--- config.mk ---
export PLATFORM = sky130hd
export DESIGN_NAME = counter_src_select
export DESIGN_NICKNAME = d
export VERILOG_FILES = /design/src/rtl/csel_pkg.sv /design/src/rtl/csel_code_regs.sv /design/src/rtl/csel_clk_mux.sv /design/src/rtl/csel_gate_mux.sv /design/src/rtl/counter_src_select.sv
export SDC_FILE = /design/constraint.sdc
export NUM_CORES = 1
export LEC_CHECK = 0
export BUFFER_PORTS_ARGS = -buffer_cell sky130_fd_sc_hd__buf_2
export CAP_MARGIN = 20
export CELL_PAD_IN_SITES_DETAIL_PLACEMENT = 1
export CELL_PAD_IN_SITES_GLOBAL_PLACEMENT = 1
export CORE_ASPECT_RATIO = 0.6
export CORE_MARGIN = 1.5
export CORE_UTILIZATION = 39
export CTS_CLUSTER_DIAMETER = 120
export DETAILED_ROUTE_END_ITERATION = 8
export GPL_TIMING_DRIVEN = 0
export PLACE_DENSITY_LB_ADDON = 0.1
export SLEW_MARGIN = 0
export SYNTH_ARGS = -nofsm -noshare
export SYNTH_HDL_FRONTEND = slang
export SYNTH_SLANG_ARGS = --single-unit
export TNS_END_PERCENT = 5
--- constraint.sdc ---
create_clock -name clk -period 2.1 [get_ports clk]
set_input_delay 0.105 -clock clk [delete_from_list [all_inputs] [get_ports clk]]
set_output_delay 0.105 -clock clk [all_outputs]
set_load 0.05 [all_outputs]
--- src/rtl/csel_pkg.sv ---
package csel_pkg;
  localparam int CODE_W      = 5;
  localparam int CH_PER_CHIP = 3;

  typedef enum logic [CODE_W-1:0] {
    CK_PIN   = 5'd0,
    CK_10M   = 5'd1,
    CK_1M    = 5'd2,
    CK_100K  = 5'd3,
    CK_10K   = 5'd4,
    CK_1K    = 5'd5,
    CK_CHAIN = 5'd6,
    CK_EXT   = 5'd7,
    CK_HIGH  = 5'd8,
    CK_LOW   = 5'd9,
    CK_PAT   = 5'd10,
    CK_20M   = 5'd11
  } clk_code_e;

  typedef enum logic [CODE_W-1:0] {
    GT_ON    = 5'd0,
    GT_OFF   = 5'd1,
    GT_PIN   = 5'd2,
    GT_NOUT  = 5'd3,
    GT_NPIN  = 5'd6,
    GT_OUT   = 5'd7,
    GT_PAT   = 5'd8,
    GT_OCC   = 5'd9,
    GT_GONE  = 5'd10,
    GT_NPAT  = 5'd11,
    GT_NOCC  = 5'd12,
    GT_NGONE = 5'd13
  } gate_code_e;

  typedef struct packed {
    logic f20m;
    logic f10m;
    logic f1m;
    logic f100k;
    logic f10k;
    logic f1k;
  } tbase_t;
endpackage

--- src/rtl/csel_code_regs.sv ---
module csel_code_regs
  import csel_pkg::*;
#(
  parameter int NCH  = 6,
  parameter int CH_W = 3
) (
  input  logic                  clk,
  input  logic                  rst,
  input  logic                  wr_en,
  input  logic                  wr_gate,
  input  logic [CH_W-1:0]       wr_chan,
  input  logic [CODE_W-1:0]     wr_code,
  input  logic [CH_W-1:0]       rd_chan,
  input  logic                  rd_gate,
  output logic [CODE_W-1:0]     rd_code,
  output logic [NCH*CODE_W-1:0] clk_codes,
  output logic [NCH*CODE_W-1:0] gate_codes
);
  logic [CODE_W-1:0] ck_q [NCH];
  logic [CODE_W-1:0] gt_q [NCH];

  always_ff @(posedge clk) begin
    if (rst) begin
      for (int i = 0; i < NCH; i++) begin
        ck_q[i] <= '0;
        gt_q[i] <= '0;
      end
    end else if (wr_en && (int'(wr_chan) < NCH)) begin
      if (wr_gate) gt_q[wr_chan] <= wr_code;
      else         ck_q[wr_chan] <= wr_code;
    end
  end

  always_ff @(posedge clk) begin
    if (rst)                      rd_code <= '0;
    else if (int'(rd_chan) >= NCH) rd_code <= '0;
    else if (rd_gate)             rd_code <= gt_q[rd_chan];
    else                          rd_code <= ck_q[rd_chan];
  end

  for (genvar i = 0; i < NCH; i++) begin : g_flat
    assign clk_codes[i*CODE_W +: CODE_W]  = ck_q[i];
    assign gate_codes[i*CODE_W +: CODE_W] = gt_q[i];
  end
endmodule

--- src/rtl/csel_clk_mux.sv ---
module csel_clk_mux
  import csel_pkg::*;
(
  input  logic [CODE_W-1:0] code,
  input  logic              enhanced,
  input  logic              pin,
  input  logic              ext,
  input  tbase_t            tb,
  input  logic              pat_present,
  input  logic              chain_out,
  output logic              sel
);
  always_comb begin
    sel = 1'b0;
    case (code)
      CK_PIN:   sel = pin;
      CK_10M:   sel = tb.f10m;
      CK_1M:    sel = tb.f1m;
      CK_100K:  sel = tb.f100k;
      CK_10K:   sel = tb.f10k;
      CK_1K:    sel = tb.f1k;
      CK_CHAIN: sel = chain_out;
      CK_EXT:   sel = ext;
      CK_HIGH:  sel = enhanced;
      CK_LOW:   sel = 1'b0;
      CK_PAT:   sel = enhanced & pat_present;
      CK_20M:   sel = enhanced & tb.f20m;
      default:  sel = 1'b0;
    endcase
  end
endmodule

--- src/rtl/csel_gate_mux.sv ---
module csel_gate_mux
  import csel_pkg::*;
(
  input  logic [CODE_W-1:0] code,
  input  logic              enhanced,
  input  logic              pin,
  input  logic              chain_out,
  input  logic              pat_present,
  input  logic              pat_occurred,
  input  logic              pat_gone,
  output logic              sel
);
  always_comb begin
    sel = 1'b0;
    case (code)
      GT_ON:    sel = 1'b1;
      GT_OFF:   sel = 1'b0;
      GT_PIN:   sel = pin;
      GT_NOUT:  sel = ~chain_out;
      GT_NPIN:  sel = enhanced & ~pin;
      GT_OUT:   sel = enhanced & chain_out;
      GT_PAT:   sel = enhanced & pat_present;
      GT_OCC:   sel = enhanced & pat_occurred;
      GT_GONE:  sel = enhanced & pat_gone;
      GT_NPAT:  sel = enhanced & ~pat_present;
      GT_NOCC:  sel = enhanced & ~pat_occurred;
      GT_NGONE: sel = enhanced & ~pat_gone;
      default:  sel = 1'b0;
    endcase
  end
endmodule

--- src/rtl/counter_src_select.sv ---
module counter_src_select
  import csel_pkg::*;
#(
  parameter int NUM_CHIPS = 2,
  parameter int NCH       = NUM_CHIPS * CH_PER_CHIP,
  parameter int CH_W      = (NCH > 1) ? $clog2(NCH) : 1
) (
  input  logic                 clk,
  input  logic                 rst,
  input  logic                 enhanced,
  input  logic                 wr_en,
  input  logic                 wr_gate,
  input  logic [CH_W-1:0]      wr_chan,
  input  logic [CODE_W-1:0]    wr_code,
  input  logic [CH_W-1:0]      rd_chan,
  input  logic                 rd_gate,
  output logic [CODE_W-1:0]    rd_code,
  input  logic [NCH-1:0]       clk_pin,
  input  logic [NCH-1:0]       gat_pin,
  input  logic [NUM_CHIPS-1:0] ext_clk,
  input  logic                 tbase_20m,
  input  logic                 tbase_10m,
  input  logic                 tbase_1m,
  input  logic                 tbase_100k,
  input  logic                 tbase_10k,
  input  logic                 tbase_1k,
  input  logic                 pat_present,
  input  logic                 pat_occurred,
  input  logic                 pat_gone,
  input  logic [NCH-1:0]       ctr_out,
  output logic [NCH-1:0]       ctr_clk,
  output logic [NCH-1:0]       ctr_gate,
  output logic [NCH-1:0]       clk_pin_oe,
  output logic [NCH-1:0]       gat_pin_oe
);
  logic [NCH*CODE_W-1:0] clk_codes;
  logic [NCH*CODE_W-1:0] gate_codes;
  logic [NCH-1:0]        clk_sel;
  logic [NCH-1:0]        gate_sel;
  logic [NCH-1:0]        ck_oe_d;
  logic [NCH-1:0]        gt_oe_d;
  tbase_t                tb;

  assign tb = '{f20m: tbase_20m, f10m: tbase_10m, f1m: tbase_1m,
                f100k: tbase_100k, f10k: tbase_10k, f1k: tbase_1k};

  csel_code_regs #(.NCH(NCH), .CH_W(CH_W)) u_regs (
    .clk        (clk),
    .rst        (rst),
    .wr_en      (wr_en),
    .wr_gate    (wr_gate),
    .wr_chan    (wr_chan),
    .wr_code    (wr_code),
    .rd_chan    (rd_chan),
    .rd_gate    (rd_gate),
    .rd_code    (rd_code),
    .clk_codes  (clk_codes),
    .gate_codes (gate_codes)
  );

  for (genvar g = 0; g < NCH; g++) begin : g_chan
    // Ring neighbours: one below for clock chaining, two below for gate chaining.
    localparam int CHIP    = g / CH_PER_CHIP;
    localparam int NB_CLK  = (g + NCH - 1) % NCH;
    localparam int NB_GATE = (g + 2 * NCH - 2) % NCH;

    logic [CODE_W-1:0] ck_code;
    logic [CODE_W-1:0] gt_code;
    assign ck_code = clk_codes[g*CODE_W +: CODE_W];
    assign gt_code = gate_codes[g*CODE_W +: CODE_W];

    csel_clk_mux u_ck (
      .code        (ck_code),
      .enhanced    (enhanced),
      .pin         (clk_pin[g]),
      .ext         (ext_clk[CHIP]),
      .tb          (tb),
      .pat_present (pat_present),
      .chain_out   (ctr_out[NB_CLK]),
      .sel         (clk_sel[g])
    );

    csel_gate_mux u_gt (
      .code         (gt_code),
      .enhanced     (enhanced),
      .pin          (gat_pin[g]),
      .chain_out    (ctr_out[NB_GATE]),
      .pat_present  (pat_present),
      .pat_occurred (pat_occurred),
      .pat_gone     (pat_gone),
      .sel          (gate_sel[g])
    );

    assign ck_oe_d[g] = (ck_code != CK_PIN);
    assign gt_oe_d[g] = (gt_code != GT_PIN);
  end

  always_ff @(posedge clk) begin
    if (rst) begin
      ctr_clk    <= '0;
      ctr_gate   <= '1;
      clk_pin_oe <= '0;
      gat_pin_oe <= '1;
    end else begin
      ctr_clk    <= clk_sel;
      ctr_gate   <= gate_sel;
      clk_pin_oe <= ck_oe_d;
      gat_pin_oe <= gt_oe_d;
    end
  end
endmodule

==> metrics.md <==
| Metric | Value |
|---|---|
| Vias per inst | 5.77 |
| WHS | ~0.11 ns |
| TritonCTS clock tree | done |
| Initial Utilization | 0.408 |
| Status | complete, no violations |
| Vias in the first global route | 4,603 |
| Syn_area_per_cell | 10.7 um2 |
| Hold WC Path Type | primary input to flip-flop |
| Antenna viol nets, final | 0 |
| Power Total | 0.00491 W |
| WP data required | around 2.3 ns |
| DPL Wire Length | 15,100 um |
| Leakage | 2.48 nW |
| Crit Reg-Reg Endpoint | ctr_clk[2] |
| R2R Path Start | u_regs.ck_q[2][0] |
| Setup slack, reg-to-reg | 0.24 ns |
| Gpl congestion | 0.863 |
| Core area | 13,900 um2 |
| Initial antenna violation count | 0 |
| Synthesized cell area | 5670 um2 |
| Antenna Cells | 0 |
| First-pass GRT wire length | ~28,000 um |
| Power Dens Cells | ~740 nW/um2 |
| Vias | about 4,700 |
| Worst Setup Slack, final | 0.236 ns |
| Clock skew | 0.00657 ns |
| Post-CTS sizing | 0 |
| Slew HR | 0.409 |
| Syn. warnings | 0 |
| Starting DRC count in detailed routing | 477 |
| CP max stage delay | 0.58 ns |
| WHS Endpoint | u_regs.ck_q[2][3] |
| Die X-Extent | 159 um |
| Final Hold Fails | 0 |
| VDD IR max | 0.383 mV |
| Setup TNS | 0 ns |
| Nets | 669 |
| RSZ-0062 raised after global routing | no |
| Crit path kind | flip-flop to flip-flop |
| Seq cells post-synth | 105 |
| Synth top area share | 0.402 |
| Largest area contributor in the netlist | edfxtp_1 |
| PortBufs | 69 |
| Routed len/inst | 23.4 um |
| Io pins | 75 |
| Post-Route WL | 19,200 um |
| CTS Root Cell | clkbuf_16 |
| Synth top area cells | edfxtp_1 40%, dfxtp_1 10%, mux4_2 9.5%, nor2_1 5.1%, nand2_1 3.6% |
| Ys async rst share | 0 |
| Largest net degree at the start of global routing | 20 |
| Clk slew on worst S/H paths | 0.08 ns |
| Final period util | 0.888 |
| Primary FF master, synth | edfxtp_1 |
| Register area share after synthesis | 0.505 |
| Chip Height | 96.4 um |
| Max cap viols | 0 |
| Reg2reg path depth | 4 |
| Layout cells sized above 1 | 0.204 |
| GR Overflow Total | 0 |
| Bufs on Longest Clock Path | 2 |
| Slew Limit Fails | 0 |
| Post-synthesis cell type count | 52 |
| Syn Inst Count | around 530 |
| Num CTS Buffers | 9 |
| Setup violations, final | 0 |
| CTS Sinks | 105 |
| Post-CTS setup buffer count | 0 |
| DRC viols | 0 |
| Shortest period the worst path allows | around 1.9 ns |
| Die ar. | roughly 15,000 um2 |
| Core Rows | 33 |
| H-tree levels | 3 |
| CP max-delay cell | mux4_2 |
| Worst path arrival time | 2.08 ns |
| Hold_buf cts | 0 |
| Post-synth EDFFs | 76 |
| Worst-Margin Slew | 0.877 ns |
| Worst Setup End Kind | flip-flop |
| Crit path cell chain | clkbuf_1 > mux4_2 > a221oi_1 > a211oi_1 |
| CP Max Fanout | 7 |
| Fin util | 0.474 |
| Overall global routing resource usage | 0.262 |
| Drt pass-1 iters | 4 |
| Synth-to-Final Area Change | 16.4% |
| Later-pin clock latency in the skew report | ~0.35 ns |
| Fmax achieved | around 540 MHz |
| Pre-CTS setup slack | 0.0998 ns |
| Worst hold path depth | 2 |
| CP startpoint kind | flip-flop |
| Hold_sp | wr_code[3] |
## area by class of cell
type | instances | area (um2)
multi-input cells | 384 | 2610
fillers | 1580 | 7310
repair buffers | 69 | 345
well taps | 192 | 240
inverters | 27 | 101
clock buffers | 9 | 225
plain buffers | 27 | 149
clock inverters | 7 | 62.6
flip-flops and latches | 105 | 2860
## power breakdown
part	internal, W	total [W]	switching (W)
Combinational	0.000272	0.000761	0.000489
Clock	0.000832	0.00167	0.000836
Sequential	0.00234	0.00248	0.000136
## synth_stat cells (all sizes together) (4+ instances only)
master / count
a2111oi: 9
a211oi: 10
a21oi: 22
a221oi: 6
a22oi: 7
a31oi: 7
and2: 11
and3b: 4
buf: 12
clkbuf: 15
dfxtp: 29
edfxtp: 76
inv: 27
mux2i: 17
mux4: 25
nand2: 55
nand2b: 7
nand3: 12
nor2: 77
nor2b: 13
nor3: 15
nor3b: 5
o211ai: 12
o21ai: 17
or3: 4
## kinds of logic after synthesis
logic type	count (synthesis)	share of synthesized area
and+or+nand+nor	220	0.186
AOI/OAI and AO/OA	106	0.134
DFF	105	0.505
buffers and inverters	54	0.0441
muxes	42	0.130
other	1	0.000661
## per-stage QoR
| step | instance area, um2 | cells |
|---|---|---|
| after floorplan | 5730 | 543 |
| after global placement | 6310 | 804 |
| after detailed placement | 6310 | 804 |
| after CTS | 6600 | 820 |
| after global routing | 6600 | 820 |
| final | 6600 | 820 |
## registers in the layout (all words and copies together), names as in the netlist
register        flops
u_regs.gt_q        36
u_regs.ck_q        40
ctr_gate            6
ctr_clk             6
u_regs.rd_code      5
clk_pin_oe          6
gat_pin_oe          6
## layout by cell type, fill, tap and decap left out, types with 6 or more instances in the layout
master / n
a22oi_1: 7
edfxtp_1: 76
nand2b_1: 7
o211ai_1: 12
nor3_1: 15
mux2i_1: 17
nand3_1: 12
buf_2: 75
a221oi_1: 6
a21oi_1: 22
dfxtp_1: 29
and2_1: 11
nor2b_1: 13
clkbuf_1: 13
mux4_2: 24
nor2_1: 77
conb_1: 16
clkbuf_16: 9
a211oi_1: 10
a31oi_1: 7
o21ai_0: 17
a2111oi_0: 7
inv_1: 27
nand2_1: 55
## metal layers
metal  part of all wire  global-route usage  wire [um]  vias to the layer above
met5                  0                   0          0                        -
met4              0.010              0.0607        198                        0
met3              0.088              0.0629       1690                       14
met2               0.42               0.382       8010                      198
met1               0.48               0.390       9290                     2366
li1                   -                   -          -                     2151
## how the worst max path moves through the flow
stage                       from           endpoint  slack [ns]  cells after the start
2_1_floorplan  u_regs.gt_q[5][0]        ctr_gate[5]        0.55                      5
3_3_place_gp                 rst  u_regs.ck_q[5][2]        0.13                      5
3_5_place_dp                 rst  u_regs.ck_q[5][2]         0.1                      5
4_1_cts        u_regs.ck_q[2][0]         ctr_clk[2]        0.28                      4
5_1_grt        u_regs.ck_q[2][0]         ctr_clk[2]        0.18                      4
6_report       u_regs.ck_q[2][0]         ctr_clk[2]        0.24                      4
## critical path, delay by kind of cell, from the launching register on
kind / cells / cell delay (ns)
muxes: 1 / 0.58
AOI/OAI and AO/OA: 2 / 0.41
DFF: 1 / 0.33
buffers and inverters: 1 / 0.41
Power figures use the tool's default switching activity.
